$ cat src/rtl/obc_pkg.sv
package obc_pkg;
    typedef enum logic [1:0] {
        S_IDLE  = 2'd0,
        S_ACCUM = 2'd1,
        S_APPLY = 2'd2
    } obc_state_t;
endpackage

$ cat src/rtl/obc_accum.sv
module obc_accum #(
    parameter int SMP_W = 10,
    parameter int TGT_W = 8,
    parameter int CNT_W = 11,
    parameter int SUM_W = 24
) (
    input  logic                    clk,
    input  logic                    rst_n,
    input  logic                    clear,
    input  logic                    start,
    input  logic                    add,
    input  logic [SMP_W-1:0]        sample,
    input  logic [TGT_W-1:0]        target,
    output logic signed [SUM_W-1:0] sum,
    output logic [CNT_W-1:0]        count
);
    localparam int ERR_W = SMP_W + 3;
    localparam logic [CNT_W-1:0] CNT_MAX = '1;

    logic signed [ERR_W-1:0] err;
    logic signed [SUM_W-1:0] err_x;

    // target minus four times the sample, both in quarter-LSB units
    assign err   = $signed({{(ERR_W-TGT_W){1'b0}}, target}) - $signed({1'b0, sample, 2'b00});
    assign err_x = {{(SUM_W-ERR_W){err[ERR_W-1]}}, err};

    always_ff @(posedge clk or negedge rst_n) begin
        if (!rst_n) begin
            sum   <= '0;
            count <= '0;
        end else if (clear) begin
            sum   <= '0;
            count <= '0;
        end else if (start) begin
            sum   <= err_x;
            count <= CNT_W'(1);
        end else if (add) begin
            sum   <= sum + err_x;
            count <= (count == CNT_MAX) ? count : count + 1'b1;
        end
    end

    a_r3_start_resets_count: assert property (@(posedge clk) disable iff (!rst_n)
        (start && !clear) |=> (count == CNT_W'(1)));
endmodule

$ cat src/rtl/obc_gate.sv
module obc_gate #(
    parameter int RATE_W = 2
) (
    input  logic              clk,
    input  logic              rst_n,
    input  logic              line_end,
    input  logic [RATE_W-1:0] rate,
    output logic              eligible,
    output logic [(1<<RATE_W)-2:0] line_idx
);
    localparam int LINE_W = (1 << RATE_W) - 1;

    logic [LINE_W-1:0] mask;

    always_comb begin
        mask = '0;
        for (int b = 0; b < LINE_W; b++) begin
            if (b < int'(rate)) mask[b] = 1'b1;
        end
    end

    assign eligible = ((line_idx & mask) == '0);

    always_ff @(posedge clk or negedge rst_n) begin
        if (!rst_n)        line_idx <= '0;
        else if (line_end) line_idx <= line_idx + 1'b1;
    end
endmodule

$ cat src/rtl/obc_step.sv
module obc_step #(
    parameter int SUM_W     = 24,
    parameter int AVG_SHIFT = 4,
    parameter int GAIN_W    = 2,
    parameter int DAC_W     = 8
) (
    input  logic signed [SUM_W-1:0] sum,
    input  logic [GAIN_W-1:0]       gain_exp,
    input  logic [DAC_W-1:0]        cur,
    output logic [DAC_W-1:0]        nxt
);
    localparam int W = SUM_W + 1;
    localparam logic signed [W-1:0] TOP = W'((1 << DAC_W) - 1);

    logic signed [SUM_W-1:0] mean;
    logic signed [SUM_W-1:0] step;
    logic signed [W-1:0]     wide;

    always_comb begin
        mean = sum >>> AVG_SHIFT;
        step = mean >>> gain_exp;
        wide = $signed({{(W-DAC_W){1'b0}}, cur}) + $signed({step[SUM_W-1], step});
        if (wide < 0)        nxt = '0;
        else if (wide > TOP) nxt = '1;
        else                 nxt = wide[DAC_W-1:0];
    end
endmodule

$ cat src/rtl/obclamp_loop.sv
module obclamp_loop
    import obc_pkg::*;
#(
    parameter int SMP_W     = 10,
    parameter int DAC_W     = 8,
    parameter int RATE_W    = 2,
    parameter int GAIN_W    = 2,
    parameter int AVG_SHIFT = 4,
    parameter int MAX_WIN   = 1024,
    parameter int MIN_WIN   = 4
) (
    input  logic              clk,
    input  logic              rst_n,
    input  logic              win,
    input  logic [SMP_W-1:0]  sample,
    input  logic [DAC_W-1:0]  target,
    input  logic              loop_dis,
    input  logic [RATE_W-1:0] rate,
    input  logic [GAIN_W-1:0] gain_exp,
    output logic [DAC_W-1:0]  dac_code
);
    localparam int CNT_W  = $clog2(MAX_WIN + 1);
    localparam int SUM_W  = SMP_W + 3 + CNT_W;
    localparam int LINE_W = (1 << RATE_W) - 1;

    obc_state_t state, state_nx;
    logic signed [SUM_W-1:0] sum;
    logic [CNT_W-1:0]        count;
    logic [DAC_W-1:0]        corr_nx;
    logic [LINE_W-1:0]       line_idx;
    logic start, add, line_end, eligible, apply;

    always_ff @(posedge clk or negedge rst_n) begin
        if (!rst_n) state <= S_IDLE;
        else        state <= state_nx;
    end

    always_comb begin
        state_nx = state;
        if (loop_dis) begin
            state_nx = S_IDLE;                       // any_to_idle_on_disable
        end else begin
            unique case (state)
                S_IDLE:  if (win) state_nx = S_ACCUM; // idle_to_accum
                S_ACCUM: state_nx = win ? S_ACCUM : S_APPLY; // accum_hold / accum_to_apply
                S_APPLY: state_nx = win ? S_ACCUM : S_IDLE;  // apply_to_accum / apply_to_idle
                default: state_nx = S_IDLE;
            endcase
        end
    end

    always_comb begin
        start    = !loop_dis && win && (state != S_ACCUM);
        add      = !loop_dis && win && (state == S_ACCUM);
        line_end = !loop_dis && (state == S_APPLY);
        apply    = line_end && eligible && (count >= CNT_W'(MIN_WIN));
    end

    obc_accum #(.SMP_W(SMP_W), .TGT_W(DAC_W), .CNT_W(CNT_W), .SUM_W(SUM_W)) u_accum (
        .clk(clk), .rst_n(rst_n), .clear(loop_dis), .start(start), .add(add),
        .sample(sample), .target(target), .sum(sum), .count(count)
    );

    obc_gate #(.RATE_W(RATE_W)) u_gate (
        .clk(clk), .rst_n(rst_n), .line_end(line_end), .rate(rate),
        .eligible(eligible), .line_idx(line_idx)
    );

    obc_step #(.SUM_W(SUM_W), .AVG_SHIFT(AVG_SHIFT), .GAIN_W(GAIN_W), .DAC_W(DAC_W)) u_step (
        .sum(sum), .gain_exp(gain_exp), .cur(dac_code), .nxt(corr_nx)
    );

    always_ff @(posedge clk or negedge rst_n) begin
        if (!rst_n)        dac_code <= '0;
        else if (loop_dis) dac_code <= target;
        else if (apply)    dac_code <= corr_nx;
    end

    a_r2_hold_between: assert property (@(posedge clk) disable iff (!rst_n)
        (!loop_dis && !apply) |=> $stable(dac_code));
    a_r6_disable_copies: assert property (@(posedge clk) disable iff (!rst_n)
        loop_dis |=> (dac_code == $past(target)));
    a_r8_min_window: assert property (@(posedge clk) disable iff (!rst_n)
        apply |-> (count >= CNT_W'(MIN_WIN)));
    a_r7_rate_gate: assert property (@(posedge clk) disable iff (!rst_n)
        (apply && rate == 2'd1) |-> (line_idx[0] == 1'b0));
    a_r1_idle_when_off: assert property (@(posedge clk) disable iff (!rst_n)
        loop_dis |=> (state == S_IDLE));
endmodule

$ cat config.mk
export PLATFORM = sky130hd
export DESIGN_NAME = obclamp_loop
export DESIGN_NICKNAME = d
export VERILOG_FILES = /design/src/rtl/obc_pkg.sv /design/src/rtl/obc_accum.sv /design/src/rtl/obc_gate.sv /design/src/rtl/obc_step.sv /design/src/rtl/obclamp_loop.sv
export SDC_FILE = /design/constraint.sdc
export NUM_CORES = 1
export LEC_CHECK = 0
export BUFFER_PORTS_ARGS = -buffer_cell sky130_fd_sc_hd__buf_2
export CORE_ASPECT_RATIO = 1.1
export CORE_MARGIN = 5
export CORE_UTILIZATION = 55
export CTS_CLUSTER_DIAMETER = 80
export CTS_CLUSTER_SIZE = 12
export DETAILED_ROUTE_END_ITERATION = 8
export MAX_ROUTING_LAYER = met4
export PLACE_DENSITY = 0.82
export SLEW_MARGIN = 20
export SYNTH_ARGS = -nofsm -noshare
export SYNTH_HDL_FRONTEND = slang
export SYNTH_SLANG_ARGS = --single-unit
$ cat constraint.sdc
create_clock -name clk -period 5.2 [get_ports clk]
set_input_delay 1.04 -clock clk [delete_from_list [all_inputs] [get_ports clk]]
set_output_delay 1.04 -clock clk [all_outputs]
set_load 0.005 [all_outputs]
==> flow_summary.ini, run 1 <==
[global_routing]
grt_max_degree = 49
grt_pass1_wl_mm = 20.7
grt_pass1_vias = 4441
overflow = 0
grt_use_total = 0.237
antenna_found_initial = 0

[synth]
synth_edf_count = 0
yosysUniqueCellTypes = 63
yosys.area_share.simple = 0.213
syn_area_per_cell_um2 = 7.92
synth_area_leaders = dfrtp_1 25%, ha_1 10%, nand2_1 5.5%
synth_xor_area_frac = 0.0591
synth_compound_area_frac = 0.257
synthMuxAreaShare = 0.0665
synth_top_family_by_area = compound AO/OA/AOI/OAI gates
synth_cells = 617
synth_seq_cells = 48
synthFlopType = dfrtp_1
synth_nets = 686
synth-adder-area-share = 0.115
synth-seq-area-share = 0.246
yosysTopAreaCellShare = 0.246
ys_warn_count = 0
synth_area_leader_cell = dfrtp_1
synth_area_mm2 = 0.00489
async_flop_share = 1.00

[timing]
fin_skew_ps = 5.61
period_needed_ps = 4750
finalSetupTns_ps = 0
slew_violations = 0
finalSetupViolations = 0
max_freq_mhz = 210
setup_slack_ps = 445
hold_viol = 0
slew_headroom = 0.302
tightest_slew_ps = 1040
holdWs_ps = 481
rsz0062_at_grt = false
min_period_over_period = 0.914

[cts]
clk_pin_slew_worst_paths_ps = 100
cts_resized = 0
cts_hold_buffers = 0
clock_latency_ps = 310
h-tree-depth = 2
clock-root-buffer = clkbuf_8
post_cts_buffers = 0
cts_made_buffers = 5
cts_buffer_depth = 2
cts_sinks = 48
cts_tree = yes

[final_layout]
synthToLayoutAreaGrowth_pct = 7.34
layout_common_cells = 71 x nand2_1, 54 x nor2_1, 50 x a21oi_1, 48 x dfrtp_1, 45 x o21ai_0
diodes = 0
final_common_cell = nand2_1
fin_cells = 754
final_nets = 708
drive_gt1_frac = 0.108

[place]
numPortBuffers = 33
routabilityCongestion = 0.978
dp.cells = 746
hpwl_mm = 9.44
pre_cts_slack_ps = 50.2

[worst_setup_path]
arrival_ps = 4950
crit_top_cell = a21oi_1
required_ps = 5400
cpMaxStageDelayCell = o41ai_2
critPathLaunchType = primary input
path_class = in2reg
critPathCaptureType = flop
crit_chain = buf_2 -> inv_1 -> ha_1 -> inv_1 -> fa_1 -> a21o_1 -> a21oi_1 -> o21bai_1 -> a21oi_1 -> xor2_1 -> ha_1 -> o21ai_0 -> nand2_1 -> a21oi_1 -> o41ai_2 -> nand4_1 -> nor4b_1 -> or4_1 -> o41ai_1 -> o31ai_1
cp_slowest_stage_delay_ps = 510
path_max_fanout = 3

[routing]
met3_length_um = 663
wl_per_cell_um = 16.0
drtIter0Drc = 333
wl_mm = 12.1
dr.pass1.iters = 5
drcViolationCount = 0
ant_nets = 0
wl_met2_mm = 5.82
maxUsedRoutingLayer = met4
viasPerCell = 6.27
via_count = 4731
drt-met1-wl_mm = 5.38

[die]
die_h_um = 109
die_x_um = 99.9
rows = 36
coreArea_mm2 = 0.00878
pin_count = 34
die_area_mm2 = 0.0109
initial_core_util = 0.557

[power]
p_leak_nw = 2.41
ir_drop_uv = 100
total_power_mw = 1.34
p_per_area_mw_per_mm2 = 255

[outcome]
status = finished clean

[run]
cap_violations = 0

[worst_hold_path]
hp-class = reg2reg
==> state kept, by name, summed over array words and instances (netlist names) <==
| name | count |
|---|---|
| u_accum.sum | 24 |
| u_accum.count | 11 |
| dac_code | 8 |
| u_gate.line_idx | 3 |
| state | 2 |
==> per-layer routing <==
layer | global-route usage | vias to the layer above
li1 | - | 2301
met1 | 0.299 | 2246
met2 | 0.400 | 162
met3 | 0.0237 | 22
met4 | 0.0751 | 0
met5 | - | -
==> cell usage after synthesis (5+ instances only) <==
cell      instances
a211oi_1         13
a21o_1           15
a21oi_1          50
a22oi_1           7
a311oi_1          5
a31oi_1           9
and3_1           12
clkbuf_1         17
dfrtp_1          48
ha_1             40
inv_1            28
mux2_2            7
mux2i_1          15
nand2_1          71
nand2b_1         11
nand3_1          10
nand4_1           9
nor2_1           54
nor2b_1          10
nor3_1           14
o211ai_1          5
o21a_1            6
o21ai_0          45
o21bai_1          7
or3_1             8
xnor2_1          19
xor2_1           14
==> report_power, final <==
part / internal (mW) / switching [mW]
clock: 0.109 / 0.139
combinational: 0.273 / 0.349
sequential: 0.411 / 0.0576
total: 0.793 / 0.545
==> cell type report <==
cell class              instances  area [um^2]
multi-input cells             515         3480
well taps                     114          143
flip-flops and latches         48         1200
clock inverters                 2         13.8
fillers                       774         3530
clock buffers                   6         82.6
repair buffers                 40          220
inverters                      29          109
==> critical path, delay by kind of cell <==
kind	cells	cell delay, ps
fa+ha+maj	3	890
simple gates	4	980
buf+inv	3	220
xor+xnor	1	150
compound gates	9	1680
==> through the flow <==
stage                     instance area, um^2  utilization
after global routing                     5250        0.598
after global placement                   5140        0.585
final                                    5250        0.598
after floorplan                          4890            -
after CTS                                5240        0.596
after detailed placement                 5140        0.585
==> path summary, 6_finish.rpt <==
path                               startpoint                 end  slack (ps)  cells past startpoint
min reg2reg                u_gate.line_idx[2]  u_gate.line_idx[2]         480                      1
max reg2reg                    u_accum.sum[7]         dac_code[5]        1420                     13
min in group asynchronous               rst_n      u_accum.sum[3]         720                      1
max                                 target[2]     u_accum.sum[20]         450                     20
min                        u_gate.line_idx[2]  u_gate.line_idx[2]         480                      1
max in group asynchronous               rst_n     u_accum.sum[22]        4050                      1
==> cells by family (layout without fill, tap and decap cells) <==
| family | Yosys count | after routing |
|---|---|---|
| AOI/OAI and AO/OA | 194 | 194 |
| muxes | 27 | 27 |
| xor gates and xnor gates | 33 | 33 |
| buffers and inverters | 54 | 77 |
| and+or+nand+nor | 218 | 218 |
| adders and majority gates | 43 | 43 |
| DFF | 48 | 48 |
No activity file was read; power rests on OpenSTA's default activity.
==> inputs of run 2 (changes only) <==
--- a/config.mk
+++ b/config.mk
@@ -9,9 +9,11 @@
 export CORE_ASPECT_RATIO = 1.1
 export CORE_MARGIN = 5
 export CORE_UTILIZATION = 55
+export CTS_BUF_LIST = sky130_fd_sc_hd__clkbuf_8 sky130_fd_sc_hd__clkbuf_16
 export CTS_CLUSTER_DIAMETER = 80
 export CTS_CLUSTER_SIZE = 12
 export DETAILED_ROUTE_END_ITERATION = 8
+export GPL_TIMING_DRIVEN = 0
 export MAX_ROUTING_LAYER = met4
 export PLACE_DENSITY = 0.82
 export SLEW_MARGIN = 20
==> run 2 against run 1 <==
Effect of this change:
- critical path depth down 1
- clock skew rose by 3.1 ps
- worst hold slack better by 6.2 ps
- final cell count up 2.1%
- sequential share of layout area decreased by 0.45 points
- highest routed layer unchanged
- count of clock-buffer cells in the layout fell by 1
- global-route usage increased by 1.7 points
- routed wire length increased by 6.8%
- first-iteration DRC count increased by 41%
- fmax down 4.4%
- final area increased by 2.0%
- sequential power down 2%
==> flow_summary.ini, run 2 (synthesized netlist as in run 1, its figures left out) <==
[die]
coreArea_mm2 = 0.00878
die_h_um = 109
initial_core_util = 0.557
rows = 36
pin_count = 34
die_area_mm2 = 0.0109
die_x_um = 99.9

[final_layout]
synthToLayoutAreaGrowth_pct = 9.52
final_common_cell = nand2_1
layout_common_cells = 71 x nand2_1, 54 x nor2_1, 49 x a21oi_1, 48 x dfrtp_1, 45 x o21ai_0
largest_reg_flops = 24
regMostFlops = u_accum.sum
drive_gt1_frac = 0.107
fin_cells = 770
reg.largest.list = u_accum.sum x24, u_accum.count x11, dac_code x8
fillerInstances = 789
final_nets = 724
diodes = 0

[cts]
h-tree-depth = 2
cts_hold_buffers = 0
clock-root-buffer = clkbuf_8
clock_latency_ps = 320
post_cts_buffers = 0
cts_made_buffers = 5
cts_buffer_depth = 2
clk_pin_slew_worst_paths_ps = 100
cts_tree = yes
cts_sinks = 48

[timing]
setup_slack_ps = 228
hold_viol = 0
finalSetupViolations = 0
holdWs_ps = 487
period_needed_ps = 4970
fin_skew_ps = 8.71
rsz0062_at_grt = false
slew_headroom = 0.518
max_freq_mhz = 201
slew_violations = 0
min_period_over_period = 0.956
tightest_slew_ps = 718

[power]
p_clk_frac = 0.233
total_power_mw = 1.44
combPwrFrac = 0.450
ir_drop_uv = 127
p_leak_nw = 2.43
intPower_mw = 0.882
p_per_area_mw_per_mm2 = 269
p_sw_mw = 0.561
swShare = 0.389
pwr-share-seq = 0.317

[worst_setup_path]
cpMaxStageDelayCell = ha_1
cp_num_buf_inv = 4
cp_slowest_stage_delay_ps = 470
path_max_fanout = 12
rrSetupSlack_ps = 1510
reg2regPathDepth = 14
path_class = in2reg
crit_top_cell = inv_1
critPathCaptureType = flop
arrival_ps = 5210
path_depth = 19
crit_chain = buf_2 -> inv_1 -> ha_1 -> inv_1 -> fa_1 -> a21o_1 -> a21oi_1 -> o21bai_1 -> a21oi_2 -> nor3_2 -> inv_1 -> ha_1 -> nand4_1 -> o21ai_0 -> a41oi_2 -> o31a_1 -> nor4_1 -> o21ai_0 -> a31oi_1
critPathLaunchType = primary input
required_ps = 5440
cp_top_family = compound AO/OA/AOI/OAI gates
timing.rr.start = u_accum.sum[7]
critPathLaunch = target[2]

[place]
dp.cells = 763
pre_cts_slack_ps = -307
numPortBuffers = 32
hpwl_mm = 10.2
routabilityCongestion = 0.901

[outcome]
status = finished clean

[global_routing]
grt_use_total = 0.253
overflow = 0
antenna_found_initial = 0
grt_max_degree = 49
grt_pass1_wl_mm = 21.9
grt_pass1_vias = 4717

[routing]
drcViolationCount = 0
wl_per_cell_um = 16.8
via_count = 4909
dr.pass1.iters = 7
ant_nets = 0
wl_mm = 12.9
drtIter0Drc = 470
viasPerCell = 6.38

[worst_hold_path]
hp-start = u_gate.line_idx[2]
hp-class = reg2reg
whs_path_depth = 1

[run]
cap_violations = 0
-- run 2: power by group through the flow --
stage | clock network, mW | registers [mW] | logic (mW)
after floorplan | 0 | 0.449 | 0.497
after global placement | 0 | 0.462 | 0.606
after detailed placement | 0 | 0.464 | 0.636
after CTS | 0.337 | 0.457 | 0.638
after global routing | 0.352 | 0.464 | 0.727
final | 0.335 | 0.458 | 0.649
-- run 2: routing by layer --
layer / up-vias / wire length, um / GRT usage
li1: 2346 / - / -
met3: 32 / 708 / 0.0256
met2: 165 / 6440 / 0.447
met1: 2366 / 5490 / 0.308
met4: 0 / 266 / 0.0732
met5: - / 0 / -
-- run 2: path summary, 6_finish.rpt --
check | endpoint
max reg2reg | dac_code[5]
max in group asynchronous | u_accum.sum[18]
max | u_accum.sum[23]
min reg2reg | u_gate.line_idx[2]
min in group asynchronous | u_accum.sum[3]
min | u_gate.line_idx[2]
-- run 2: timing repair --
action / 4_1_cts / 5_1_grt
pin swaps: 0 / 0
setup endpoints to repair: 1 / 10
gates resized for setup: 1 / 5
gates cloned: 0 / 0
-- run 2: cell type report --
class / instances / area [um^2] / area share
flip-flops and latches: 48 / 1200 / 0.224
well taps: 114 / 143 / 0.0266
repair buffers: 32 / 163 / 0.0304
plain buffers: 24 / 106 / 0.0199
clock inverters: 3 / 68.8 / 0.0129
inverters: 29 / 109 / 0.0203
clock buffers: 5 / 68.8 / 0.0129
multi-input cells: 515 / 3500 / 0.653
-- run 2: worst reg2reg max path: cells and delay by family, from the launching register on --
| kind | cells | cell delay, ps |
|---|---|---|
| XOR/XNOR | 1 | 100 |
| AO/OA/AOI/OAI | 5 | 1070 |
| flip-flops | 1 | 430 |
| adder cells (fa/ha/maj) | 1 | 310 |
| buffers and inverters | 2 | 260 |
| multiplexers | 1 | 290 |
| AND/OR/NAND/NOR | 4 | 1110 |
-- run 2: stage by stage --
step | area [um^2] | utilization | setup TNS [ps]
6_report | 5360 | 0.610 | 0
5_1_grt | 5360 | 0.610 | 0
4_1_cts | 5340 | 0.607 | 0
3_5_place_dp | 5190 | 0.591 | -2190
3_3_place_gp | 5190 | 0.591 | -1130
2_1_floorplan | 4890 | - | 0
